<file path="config.mk">
export PLATFORM = sky130hd
export DESIGN_NAME = rx_console_regs
export DESIGN_NICKNAME = d
export VERILOG_FILES = /design/src/rtl/rxc_pkg.sv /design/src/rtl/rxc_status.sv /design/src/rtl/rxc_buffer.sv /design/src/rtl/rxc_rdport.sv /design/src/rtl/rx_console_regs.sv
export SDC_FILE = /design/constraint.sdc
export NUM_CORES = 1
export LEC_CHECK = 0
export BUFFER_PORTS_ARGS = -buffer_cell sky130_fd_sc_hd__buf_2
export CELL_PAD_IN_SITES_DETAIL_PLACEMENT = 1
export CELL_PAD_IN_SITES_GLOBAL_PLACEMENT = 2
export CORE_ASPECT_RATIO = 1.5
export CORE_MARGIN = 5
export CORE_UTILIZATION = 27
export CTS_CLUSTER_DIAMETER = 120
export CTS_CLUSTER_SIZE = 28
export DETAILED_ROUTE_END_ITERATION = 7
export PLACE_DENSITY = 0.78
export SLEW_MARGIN = 40
export SYNTH_ARGS = -nofsm -noshare
export SYNTH_HDL_FRONTEND = slang
export SYNTH_SLANG_ARGS = --single-unit
</file>
<file path="constraint.sdc">
create_clock -name clk -period 1.4 [get_ports clk]
set_input_delay 0.07 -clock clk [delete_from_list [all_inputs] [get_ports clk]]
set_output_delay 0.07 -clock clk [all_outputs]
set_load 0.02 [all_outputs]
</file>
<file path="src/rtl/rxc_pkg.sv">
package rxc_pkg;
  typedef enum logic {
    REG_STAT = 1'b0,
    REG_DATA = 1'b1
  } reg_sel_e;
endpackage

</file>
<file path="src/rtl/rxc_status.sv">
module rxc_status #(
  parameter int CHAR_W = 8
) (
  input  logic clk,
  input  logic rst,
  input  logic wr_stat,
  input  logic wr_ie,
  input  logic rd_hit,
  input  logic rx_evt,
  output logic done_q,
  output logic ie_q,
  output logic irq_q
);
  logic done_n, ie_n, irq_n;

  // Order of effects in one cycle: status write, then data read, then receive.
  always_comb begin
    ie_n   = ie_q;
    done_n = done_q;
    irq_n  = irq_q;
    if (wr_stat) begin
      ie_n = wr_ie;
      if (!wr_ie)      irq_n = 1'b0;
      else if (done_q) irq_n = 1'b1;
    end
    if (rd_hit) begin
      done_n = 1'b0;
      irq_n  = 1'b0;
    end
    if (rx_evt) begin
      done_n = 1'b1;
      if (ie_n) irq_n = 1'b1;
    end
  end

  always_ff @(posedge clk) begin
    if (rst) begin
      done_q <= 1'b0;
      ie_q   <= 1'b0;
      irq_q  <= 1'b0;
    end else begin
      done_q <= done_n;
      ie_q   <= ie_n;
      irq_q  <= irq_n;
    end
  end
endmodule

</file>
<file path="src/rtl/rxc_buffer.sv">
module rxc_buffer #(
  parameter int DATA_W = 16,
  parameter int CHAR_W = 8
) (
  input  logic              clk,
  input  logic              rst,
  input  logic              rx_valid,
  input  logic              rx_break,
  input  logic [CHAR_W-1:0] rx_char,
  input  logic              mode8,
  input  logic              done_q,
  input  logic              rd_hit,
  output logic [DATA_W-1:0] buf_q
);
  localparam int ERR_BIT = DATA_W - 1;
  localparam int OVR_BIT = DATA_W - 2;
  localparam int FRM_BIT = DATA_W - 3;
  localparam int BRK_BIT = DATA_W - 6;
  localparam int FLG_W   = DATA_W - CHAR_W;

  logic [CHAR_W-1:0] char_mask;
  logic [CHAR_W-1:0] char_in;
  logic [DATA_W-1:0] brk_word;
  logic              overrun;

  // Top character bit is dropped in the narrow mode.
  generate
    if (CHAR_W > 1) begin : g_mask
      assign char_mask = {mode8, {(CHAR_W-1){1'b1}}};
    end else begin : g_mask1
      assign char_mask = mode8;
    end
  endgenerate

  assign char_in = rx_char & char_mask;
  assign overrun = done_q && !rd_hit;

  always_comb begin
    brk_word          = '0;
    brk_word[ERR_BIT] = 1'b1;
    brk_word[FRM_BIT] = 1'b1;
    brk_word[BRK_BIT] = 1'b1;
  end

  always_ff @(posedge clk) begin
    if (rst) begin
      buf_q <= '0;
    end else if (rx_break) begin
      buf_q <= brk_word;
    end else if (rx_valid) begin
      buf_q              <= {{FLG_W{1'b0}}, char_in};
      buf_q[ERR_BIT]     <= overrun;
      buf_q[OVR_BIT]     <= overrun;
    end else if (rd_hit) begin
      buf_q[DATA_W-1:CHAR_W] <= '0;
    end
  end
endmodule

</file>
<file path="src/rtl/rxc_rdport.sv">
module rxc_rdport #(
  parameter int DATA_W = 16,
  parameter int CHAR_W = 8
) (
  input  logic              clk,
  input  logic              rst,
  input  logic              rd_stb,
  input  logic              sel,
  input  logic [DATA_W-1:0] buf_q,
  input  logic              done_q,
  input  logic              ie_q,
  output logic [DATA_W-1:0] rd_data_q
);
  import rxc_pkg::*;
  localparam int DONE_BIT = CHAR_W - 1;
  localparam int IE_BIT   = CHAR_W - 2;

  logic [DATA_W-1:0] stat_word;

  always_comb begin
    stat_word           = '0;
    stat_word[DONE_BIT] = done_q;
    stat_word[IE_BIT]   = ie_q;
  end

  always_ff @(posedge clk) begin
    if (rst)         rd_data_q <= '0;
    else if (rd_stb) rd_data_q <= (sel == REG_DATA) ? buf_q : stat_word;
  end
endmodule

</file>
<file path="src/rtl/rx_console_regs.sv">
module rx_console_regs #(
  parameter int DATA_W = 16,
  parameter int CHAR_W = 8
) (
  input  logic              clk,
  input  logic              rst,
  input  logic              sel,
  input  logic              wr_en,
  input  logic [DATA_W-1:0] wr_data,
  input  logic              rd_stb,
  output logic [DATA_W-1:0] rd_data,
  input  logic              rx_valid,
  input  logic [CHAR_W-1:0] rx_char,
  input  logic              rx_break,
  input  logic              halt_en,
  input  logic              mode8,
  output logic              irq,
  output logic              halt_req
);
  import rxc_pkg::*;
  localparam int IE_BIT = CHAR_W - 2;

  logic wr_stat, rd_hit, rx_evt;
  logic done_q, ie_q, irq_q, halt_q;
  logic [DATA_W-1:0] buf_q;

  assign wr_stat = wr_en && (sel == REG_STAT);
  assign rd_hit  = rd_stb && (sel == REG_DATA);
  assign rx_evt  = rx_valid || rx_break;

  rxc_status #(.CHAR_W(CHAR_W)) u_stat (
    .clk(clk), .rst(rst), .wr_stat(wr_stat), .wr_ie(wr_data[IE_BIT]),
    .rd_hit(rd_hit), .rx_evt(rx_evt),
    .done_q(done_q), .ie_q(ie_q), .irq_q(irq_q)
  );

  rxc_buffer #(.DATA_W(DATA_W), .CHAR_W(CHAR_W)) u_buf (
    .clk(clk), .rst(rst), .rx_valid(rx_valid), .rx_break(rx_break),
    .rx_char(rx_char), .mode8(mode8), .done_q(done_q), .rd_hit(rd_hit),
    .buf_q(buf_q)
  );

  rxc_rdport #(.DATA_W(DATA_W), .CHAR_W(CHAR_W)) u_rd (
    .clk(clk), .rst(rst), .rd_stb(rd_stb), .sel(sel), .buf_q(buf_q),
    .done_q(done_q), .ie_q(ie_q), .rd_data_q(rd_data)
  );

  always_ff @(posedge clk) begin
    if (rst) halt_q <= 1'b0;
    else     halt_q <= rx_break && halt_en;
  end

  assign irq      = irq_q;
  assign halt_req = halt_q;
endmodule

</file>
# Yosys cells after proc, flatten, opt, wreduce, memory -nomap -nowiden
# Cells that the tools add are included.
# Widths: inputs -> output; s select.
[word_totals]
register_bits = 32
inputBits = 33
output_inout_bits = 18
wordCells = 34
[classes]
muxes = 14
n_bitwise = 2
reduce_logical = 10
[op_table]
columns = ["operator", "count"]
rows = [
  ["$mux 16", 2],
  ["$mux 8", 3],
  ["$mux 1", 9],
  ["$and 8x8->8", 1],
  ["$logic_and 1x1->1", 4],
  ["$reduce_bool 2->1", 2],
  ["$reduce_bool 3->1", 1],
  ["$reduce_or 2->1", 1],
  ["$logic_not 1->1", 1],
  ["$logic_or 1x1->1", 1],
  ["$not 1->1", 1],
]

# Longest topological paths before layout
# Gate-level depths: netlist of the first run.
[logic_depth]
ltp_word = 6
ltp_mapped = 4

# Hierarchy
# From an unflattened synthesis of the first run, not the netlist that was laid out.
[unflattened]
hier_cells = 134
area_unflattened_um2 = 1265.0
[modules_own_cells]
columns = ["module", "n_inst", "cells_per_inst", "area_per_inst_um2", "seq_area_each_um2"]
rows = [
  ["rxc_rdport", 1, 71, 639.4, 320.3],
  ["rxc_buffer", 1, 45, 452.9, 220.2],
  ["rxc_status", 1, 13, 123.9, 60.1],
  ["rx_console_regs", 1, 5, 48.8, 20.0],
]

# Worst setup path before layout of the first run
# Ideal clock, no wire load.
[synth_path]
path_type = "reg-to-reg"
from = "reg u_stat.irq_q"
to = "reg u_stat.irq_q"
setup_time_ns = 0.095
arrival_ns = 0.857
required_time_ns = 1.305
slack_ns = 0.448
stages_incl_launch_ff = 4
n_path_buf = 0
synth_period_minus_slack_ns = 0.952
path_cell_list = "dfxtp_1 a21boi_0 a21oi_1 a221oi_1"
[synth_via]
elab_chain_len = 6
[synth_rtl]
columns = ["item", "line", "source"]
rows = [
  ["from (decl)", "rxc_status.sv:12", "output logic irq_q"],
  ["from (signal assigned)", "rxc_status.sv:44", "irq_q <= irq_n;"],
  ["$mux 1", "rxc_status.sv:24", "else if (done_q) irq_n = 1'b1;"],
  ["$mux 1", "rxc_status.sv:23", "if (!wr_ie) irq_n = 1'b0;"],
  ["$mux 1 (*)", "rxc_status.sv:21", "if (wr_stat) begin"],
  ["$mux 1 (*)", "rxc_status.sv:26", "if (rd_hit) begin"],
  ["$mux 1", "rxc_status.sv:32", "if (ie_n) irq_n = 1'b1;"],
  ["$mux 1 (*)", "rxc_status.sv:30", "if (rx_evt) begin"],
]
# Mark *: on every way between the ends. The rest lies on a longest branch, timed or not.
# A chain may end at the register's enable or synchronous reset.

# Final worst setup path of the first run
[layout_path]
from = "reg u_stat.done_q"
to = "reg u_stat.irq_q"
[layout_via]
elab_chain_len = 6
[layout_rtl]
columns = ["item", "line", "source"]
rows = [
  ["from (decl)", "rxc_status.sv:10", "output logic done_q,"],
  ["from (signal assigned)", "rxc_status.sv:42", "done_q <= done_n;"],
  ["$mux 1 (*)", "rxc_status.sv:24", ""],
  ["$mux 1 (*)", "rxc_status.sv:23", ""],
  ["$mux 1 (*)", "rxc_status.sv:21", ""],
  ["$mux 1 (*)", "rxc_status.sv:26", ""],
  ["$mux 1", "rxc_status.sv:32", ""],
  ["$mux 1 (*)", "rxc_status.sv:30", ""],
]
# Marked as above.

==> results of run 1 <==
worst min-delay path by stage:
stage / cells after the start / from / to / slack, ns
global route: 3 / halt_en / halt_req$_SDFF_PP0_ / 0.01
detailed placement: 3 / halt_en / halt_req$_SDFF_PP0_ / 0.30
global placement: 3 / halt_en / halt_req$_SDFF_PP0_ / 0.29
CTS: 3 / halt_en / halt_req$_SDFF_PP0_ / 0.02
finish: 3 / halt_en / halt_req$_SDFF_PP0_ / 0.02
floorplan: 2 / rx_break / halt_req$_SDFF_PP0_ / 0.18
metrics by stage:
stage	std cells	hold slack [ns]	worst slack, ns	utilization [%]	total power [W]
CTS	185	0.0163	0.362	32.7	0.00146
detailed placement	181	0.304	0.303	31.3	0.000967
finish	185	0.0244	0.378	32.7	0.00143
floorplan	115	0.184	0.448	-	0.000918
global route	185	0.0126	0.279	32.7	0.00150
global placement	181	0.291	0.334	31.3	0.000961
flip-flops by register name, summed over array words and instances (netlist names):
signal,count
halt_req,1
u_buf.buf_q,11
u_rd.rd_data_q,11
u_stat.done_q,1
u_stat.ie_q,1
u_stat.irq_q,1
where the power goes:
part	total (W)	internal, W	switching [W]
Clock	0.000482	0.000251	0.000231
Combinational	0.000166	0.0000669	0.0000994
Sequential	0.000779	0.000765	0.0000134
logic make-up after synthesis:
family                 Yosys count  synth area share, %
AOI/OAI and AO/OA               20                 11.5
DFF                             26                 49.2
muxes                           11                 10.5
and+or+nand+nor                 40                 19.3
other                            1                0.355
buffers and inverters           14                 9.11
routing by layer:
| metal | routed length (um) | global-route usage (%) | vias up | share of wire, % |
|---|---|---|---|---|
| met1 | 903 | 10.8 | 394 | 37 |
| met4 | 31 | 4.73 | 0 | 1.3 |
| li1 | - | - | 425 | - |
| met5 | 0 | 0 | - | 0 |
| met3 | 93 | 1.04 | 2 | 3.8 |
| met2 | 1420 | 19.1 | 15 | 58 |
critical path, stage by stage, from the launching register on:
cell,delay [ns]
dfxtp_1,0.38
nor2b_1,0.23
a21oi_1,0.10
a221oi_1,0.22
cell type report:
type / instances / area, um2 / share of cell area (%)
clock buffer: 4 / 55.1 / 4.37
inverter: 2 / 7.51 / 0.595
timing repair buffer: 33 / 170 / 13.5
tap: 45 / 56.3 / 4.46
multi-input combinational: 75 / 452 / 35.8
sequential: 26 / 520 / 41.3
placed cells by master (no fill, tap or decap), drive strengths merged:
master,Yosys,final
nand2,3,3
clkbuf,1,4
conb,1,4
dfxtp,26,26
nand2b,9,9
nand3,10,10
o22ai,1,1
nor3b,1,1
mux2i,10,10
a31oi,1,1
buf,11,33
nor2b,2,2
or2,1,1
a221oi,1,1
a21oi,13,13
a211oi,3,3
inv,2,2
a21boi,1,1
mux2,1,1
nor2,14,14
==> out/results.ini, run 1 <==
[finish]
final_nets=174
fillers=472
syn2layout_area_growth_pct=19.3
antenna_cells=0
drive_gt1_share_pct=29.3
stdcell_area_mm2=0.00126

[critical_path]
r2r_end=u_stat.irq_q$_SDFF_PP0_
crit_required_ns=1.58
rr_worst_depth=3
startpoint=u_stat.done_q$_SDFFE_PP0P_
r2r_slack_ns=0.38
reg2reg_from=u_stat.done_q$_SDFFE_PP0P_
critPathMaxFanout=4
start_kind=flop
arrival_ns=1.20
endpoint=u_stat.irq_q$_SDFF_PP0_
crit_type=flop to flop
end_kind=flop

[flow_run]
cap_violations=0

[cts]
cts_sinks=26
cts_root_buffer=clkbuf_8
cts_buffer_depth=2
cts_tree=done
h-tree-depth=1
hold_buffers=0
clock_latency_ns=0.27
clkTransAtPathRegs_ns=0.09
cts_resized=0
post_cts.repair.setup_buffers=0
cts_inserted_buffers=3

[routing]
wl_per_cell_um=13.3
first_iter_violations=8
routed_wirelength_mm=2.45
routed_via_density=4.52
drtPass1Iterations=4
vias=836
route.detailed.drc=0
ant_nets=0

[sta]
fin_crit_sh_pct=73.0
setup_tns_ns=0
fmax_mhz=979
slew_viol_final=0
period_minus_slack_ns=1.02
fin_skew_ns=0.00266
hold_violations=0
setup_viol_count_final=0
rsz0062_at_grt=no

[power]
worst_ir_drop_vdd_uv=567
power_density_mw_per_mm2=1130
p_leak_nw=0.552

[logic_synthesis]
synth_common_cells=dfxtp_1, nor2_1, a21oi_1, mux2i_1, nand3_1
synth_top_area_cell=dfxtp_1
avgSynthCellArea_um2=9.44
synth_flop_cell=dfxtp_1
ys_seq_elements=26
synth.area.top_cells=dfxtp_1, mux2i_1, a21oi_1
yosysMostFrequentCell=dfxtp_1
yosys_warnings=0
synth_top_area_share_pct=49.2
synth_edf_count=0
yosysSeqAreaShare_pct=49.2
syn_inst=112
netlist-cell-type-count=24
async_reset_ff_share_pct=0
synthesis.area_mm2=0.00106

[place]
hpwl_mm=1.87
post_dp_cell_area_mm2=0.00121
port-buffer-count=31
gp_congestion=0.744

[floorplanning]
fp-row-count=28
coreArea_mm2=0.00385
fp.dieArea_mm2=0.00529
floorplan.initialDensity_pct=27.4
die_h_um=86.6
ios=51
die_x_um=61.1

[grt]
grt_usage_pct=10.2
overflow=0
antenna_found_initial=0
grt_pass1_wl_mm=4.09
grt_max_degree=18
first_global_vias=886

[min_path]
hp-class=primary input to flop

[status]
status=finished, final reports clean

No activity file was read; power rests on OpenSTA's default activity.
==> run 2: changes to the inputs <==
--- a/config.mk
+++ b/config.mk
@@ -10,11 +10,11 @@
 export CELL_PAD_IN_SITES_GLOBAL_PLACEMENT = 2
 export CORE_ASPECT_RATIO = 1.5
 export CORE_MARGIN = 5
-export CORE_UTILIZATION = 27
+export CORE_UTILIZATION = 25
 export CTS_CLUSTER_DIAMETER = 120
 export CTS_CLUSTER_SIZE = 28
 export DETAILED_ROUTE_END_ITERATION = 7
-export PLACE_DENSITY = 0.78
+export PLACE_DENSITY = 0.73
 export SLEW_MARGIN = 40
 export SYNTH_ARGS = -nofsm -noshare
 export SYNTH_HDL_FRONTEND = slang
==> constraint.sdc (replaced) <==
create_clock -name clk -period 1 [get_ports clk]
set_input_delay 0.05 -clock clk [delete_from_list [all_inputs] [get_ports clk]]
set_output_delay 0.05 -clock clk [all_outputs]
set_load 0.02 [all_outputs]
==> out/results.ini, run 2 (synthesized netlist as in run 1, its figures left out) <==
[status]
status=finished, final reports clean

[routing]
routed_wirelength_mm=2.58
first_iter_violations=12
ant_nets=0
routed_via_density=4.69
route.detailed.drc=0
drtPass1Iterations=2
wl_per_cell_um=13.6
vias=891

[cts]
cts_buffer_depth=2
cts_root_buffer=clkbuf_8
cts_tree=done
clkTransAtPathRegs_ns=0.09
cts_sinks=26
h-tree-depth=1
clock_latency_ns=0.27
cts_inserted_buffers=3

[power]
switchingPower_w=0.000498
sw_frac_of_total_pct=24.5
p_leak_nw=0.573
share_comb_of_total_power_pct=12.6
p_int_w=0.00153
power_density_mw_per_mm2=1560
pwr-share-clk_pct=33.7
seqPwrFrac_pct=53.7
worst_ir_drop_vdd_uv=579

[grt]
antenna_found_initial=0
first_global_vias=946
overflow=0
grt_max_degree=21
grt_usage_pct=9.52
grt_pass1_wl_mm=4.29

[finish]
antenna_cells=0
reg_top3=u_buf.buf_q: 11 flops, u_rd.rd_data_q: 11 flops
final_cell_mix=buf_2, dfxtp_1, nor2_1
final_common_cell=buf_2
final_cells=190
post-route-util_pct=31.2
syn2layout_area_growth_pct=23.3
final_nets=178
fillers=496
drive_gt1_share_pct=31.9

[critical_path]
reg2reg_from=u_stat.done_q$_SDFFE_PP0P_
crit_type=flop to flop
crit_required_ns=1.19
slowest_delay_ns=0.35
arrival_ns=1.10
worst_path_max_delay_cell=dfxtp_1
critPathMaxFanout=3
rr_worst_depth=3
path_cells=nor2b_2 > a21oi_1 > a221oi_2
r2r_slack_ns=0.09
r2r_end=u_stat.irq_q$_SDFF_PP0_
end_kind=flop
start_kind=flop

[min_path]
min_from=rx_char[4]
hold_end=u_buf.buf_q[4]$_SDFFE_PP0P_
min_path_cells=3
hp-class=primary input to flop

[sta]
slew_viol_final=0
fin_crit_sh_pct=90.8
hold_violations=0
fmax_mhz=1100
setup_viol_count_final=0
fin_skew_ns=0.00330
period_minus_slack_ns=0.908
setup_tns_ns=0
rsz0062_at_grt=no

[place]
place_inst=185
port-buffer-count=31
hpwl_mm=1.91
gp_congestion=0.721

[floorplanning]
die_x_um=63.1
fp.dieArea_mm2=0.00566
ios=51
floorplan.initialDensity_pct=25.3
die_h_um=89.6
fp-row-count=29
coreArea_mm2=0.00417

[flow_run]
cap_violations=0

==> run 2: cell count changes in the layout (fill, tap and decap cells not counted) <==
cell	previous run	this run
a221oi_2	0	1
buf_4	2	5
nor2b_1	1	0
nor2b_2	1	2
a221oi_1	1	0
dlygate4sd3_1	0	1
==> run 2: timing repair <==
item | 4_1_cts | 5_1_grt
hold endpoints to repair | 1 | 0
endpoints found under the setup margin | 1 | 1
setup buffers | 0 | 0
hold buffers | 1 | 0
gates resized for setup | 1 | 1
==> run 2: layer usage <==
| layer | track usage [%] | routed length (um) | up-vias |
|---|---|---|---|
| met5 | 0 | 0 | - |
| met4 | 5.21 | 66 | 0 |
| met3 | 1.49 | 78 | 5 |
| met2 | 17.7 | 1370 | 20 |
| met1 | 10.2 | 1070 | 435 |
| li1 | - | - | 431 |
==> run 2: critical path, delay by kind of cell (launching register included) <==
kind,cells,cell delay [ns]
DFF,1,0.35
and+or+nand+nor,1,0.18
AOI/OAI and AO/OA,2,0.30
==> run 2: worst max path at each step <==
| stage | from | endpoint | slack (ns) | cells past startpoint |
|---|---|---|---|---|
| final | u_stat.done_q$_SDFFE_PP0P_ | u_stat.irq_q$_SDFF_PP0_ | 0.09 | 3 |
| after global routing | u_stat.done_q$_SDFFE_PP0P_ | u_stat.irq_q$_SDFF_PP0_ | 0.0008 | 3 |
| after CTS | u_stat.done_q$_SDFFE_PP0P_ | u_stat.irq_q$_SDFF_PP0_ | 0.05 | 3 |
| after detailed placement | u_stat.done_q$_SDFFE_PP0P_ | u_stat.irq_q$_SDFF_PP0_ | 0.01 | 3 |
| after global placement | u_stat.done_q$_SDFFE_PP0P_ | u_stat.irq_q$_SDFF_PP0_ | 0.03 | 3 |
| after floorplan | u_stat.irq_q$_SDFF_PP0_ | u_stat.irq_q$_SDFF_PP0_ | 0.05 | 3 |
==> run 2: cell type report <==
class | instances | area [um2] | area share, %
inverter | 2 | 7.51 | 0.576
timing repair buffer | 37 | 203 | 15.5
multi-input combinational | 75 | 460 | 35.3
sequential | 26 | 520 | 39.9
clock buffer | 4 | 55.1 | 4.22
tap | 46 | 57.6 | 4.41
==> run 2: power by group through the flow <==
stage	Combinational [W]	Clock, W	Sequential (W)
floorplan	0.000155	0	0.00113
global placement	0.000243	0	0.00111
detailed placement	0.000250	0	0.00111
CTS	0.000256	0.000701	0.00109
global route	0.000280	0.000748	0.00109
finish	0.000255	0.000684	0.00109
==> run 2: through the flow <==
step                      total power, W  area (um2)  setup WS, ns  hold slack, ns
final                            0.00203        1300        0.0923          0.0195
after global routing             0.00212        1300      0.000815          0.0348
after CTS                        0.00205        1300        0.0545          0.0186
after detailed placement         0.00136        1230        0.0113           0.281
after global placement           0.00136        1230        0.0318           0.271
after floorplan                  0.00128        1070        0.0479           0.164
==> run 3: changes to the inputs <==
--- a/config.mk
+++ b/config.mk
@@ -6,15 +6,15 @@
 export NUM_CORES = 1
 export LEC_CHECK = 0
 export BUFFER_PORTS_ARGS = -buffer_cell sky130_fd_sc_hd__buf_2
-export CELL_PAD_IN_SITES_DETAIL_PLACEMENT = 1
-export CELL_PAD_IN_SITES_GLOBAL_PLACEMENT = 2
+export CELL_PAD_IN_SITES_DETAIL_PLACEMENT = 0
+export CELL_PAD_IN_SITES_GLOBAL_PLACEMENT = 1
 export CORE_ASPECT_RATIO = 1.5
 export CORE_MARGIN = 5
-export CORE_UTILIZATION = 25
+export CORE_UTILIZATION = 30
 export CTS_CLUSTER_DIAMETER = 120
 export CTS_CLUSTER_SIZE = 28
 export DETAILED_ROUTE_END_ITERATION = 7
-export PLACE_DENSITY = 0.73
+export PLACE_DENSITY = 0.69
 export SLEW_MARGIN = 40
 export SYNTH_ARGS = -nofsm -noshare
 export SYNTH_HDL_FRONTEND = slang
==> out/results.ini, run 3 (synthesized netlist as in run 1, its figures left out) <==
[grt]
grt_pass1_wl_mm=3.70
first_global_vias=809
overflow=0
grt_usage_pct=10.2
antenna_found_initial=0
grt_max_degree=23

[cts]
clkTransAtPathRegs_ns=0.08
cts_root_buffer=clkbuf_8
cts_buffer_depth=2
cts_tree=done
clock_latency_ns=0.27
h-tree-depth=1
cts_inserted_buffers=3
cts_sinks=26

[routing]
route.detailed.drc=0
drtPass1Iterations=4
ant_nets=0
wl_per_cell_um=12.9
routed_via_density=4.55
vias=846
routed_wirelength_mm=2.40
first_iter_violations=10

[place]
post_dp_cell_area_mm2=0.00124
hpwl_mm=1.78
port-buffer-count=31
gp_congestion=0.691

[power]
share_comb_of_total_power_pct=13.5
p_leak_nw=0.578
p_int_w=0.00146
pwr-share-clk_pct=29.8
switchingPower_w=0.000467
total_power_w=0.00192
seqPwrFrac_pct=56.7
power_density_mw_per_mm2=1470
sw_frac_of_total_pct=24.3
worst_ir_drop_vdd_uv=787

[critical_path]
cpLargestDelayFamily=flip-flops
worst_path_max_delay_cell=dfxtp_2
crit_required_ns=1.17
critPathMaxFanout=3
arrival_ns=1.08
path_buf_inv=0
path_cells=nor2b_4 > a21oi_1 > a221oi_1
crit_cells=3
start_kind=flop
crit_type=flop to flop
slowest_delay_ns=0.34
end_kind=flop
rr_worst_depth=3

[sta]
period_minus_slack_ns=0.904
fmax_mhz=1110
setup_viol_count_final=0
timing.hold.ws_ns=0.0172
slew_viol_final=0
fin_crit_sh_pct=90.4
hold_violations=0
rsz0062_at_grt=no
setup_tns_ns=0
fin_skew_ns=0.00201

[min_path]
min_path_cells=3
hp-class=primary input to flop

[finish]
final_nets=179
final_common_cell=buf_2
syn2layout_area_growth_pct=23.4
stdcell_area_mm2=0.00131
reg_top3=u_buf.buf_q: 11 flops, u_rd.rd_data_q: 11 flops
antenna_cells=0
drive_gt1_share_pct=31.9
final_cell_mix=buf_2, dfxtp_1, nor2_1

[flow_run]
cap_violations=0

[floorplanning]
fp.dieArea_mm2=0.00484
fp-row-count=26
coreArea_mm2=0.00342
die_h_um=82.7
floorplan.initialDensity_pct=31.0
die_x_um=58.5
ios=51

[status]
status=finished, final reports clean

run 3: what timing repair did:
action,4_1_cts,5_1_grt
endpoints found under the setup margin,1,1
hold buffers,1,0
endpoints found under the hold margin,1,0
resized for setup,1,2
buffers inserted,0,0
run 3: path summary, 6_finish.rpt:
kind,endpoint,start,slack [ns]
hold reg to reg,u_rd.rd_data_q[3]$_SDFFE_PP0P_,u_rd.rd_data_q[3]$_SDFFE_PP0P_,0.47
setup reg to reg,u_stat.irq_q$_SDFF_PP0_,u_stat.done_q$_SDFFE_PP0P_,0.1
hold / removal,u_buf.buf_q[5]$_SDFFE_PP0P_,rx_char[5],0.02
setup / recovery,u_stat.irq_q$_SDFF_PP0_,u_stat.done_q$_SDFFE_PP0P_,0.1
run 3: layout make-up:
type	instances	area, um2
Clock buffer	3	41.3
Fill cell	367	2110
Inverter	2	7.51
Multi-Input combinational cell	75	459
Sequential cell	26	522
Tap cell	42	52.6
Timing Repair Buffer	38	223
run 3: power groups by stage:
stage | clock network [W] | logic [W] | registers, W
after floorplan | 0 | 0.000155 | 0.00113
after global placement | 0 | 0.000251 | 0.00111
after detailed placement | 0 | 0.000257 | 0.00111
after CTS | 0.000596 | 0.000262 | 0.00109
after global routing | 0.000635 | 0.000282 | 0.00110
final | 0.000573 | 0.000260 | 0.00109
run 3: metrics by stage:
stage / cells / setup WS (ns) / util [%]
floorplan: 115 / 0.0479 / -
global placement: 182 / 0.0452 / 36.4
detailed placement: 182 / -0.0124 / 36.4
CTS: 186 / 0.0307 / 38.0
global route: 186 / 0.0381 / 38.2
finish: 186 / 0.0956 / 38.2
run 3: worst register-to-register path: stages, from the launching register on:
cell,delay (ns)
dfxtp_2,0.34
nor2b_4,0.15
a21oi_1,0.08
a221oi_1,0.24
run 3: routing by layer:
layer  vias up  global-route usage [%]  part of all wire (%)
li1        432                       -                     -
met1       396                    9.98                    39
met2        14                    19.7                    55
met3         4                    1.71                   4.0
met4         0                    5.57                   1.8
met5         -                       0                     0
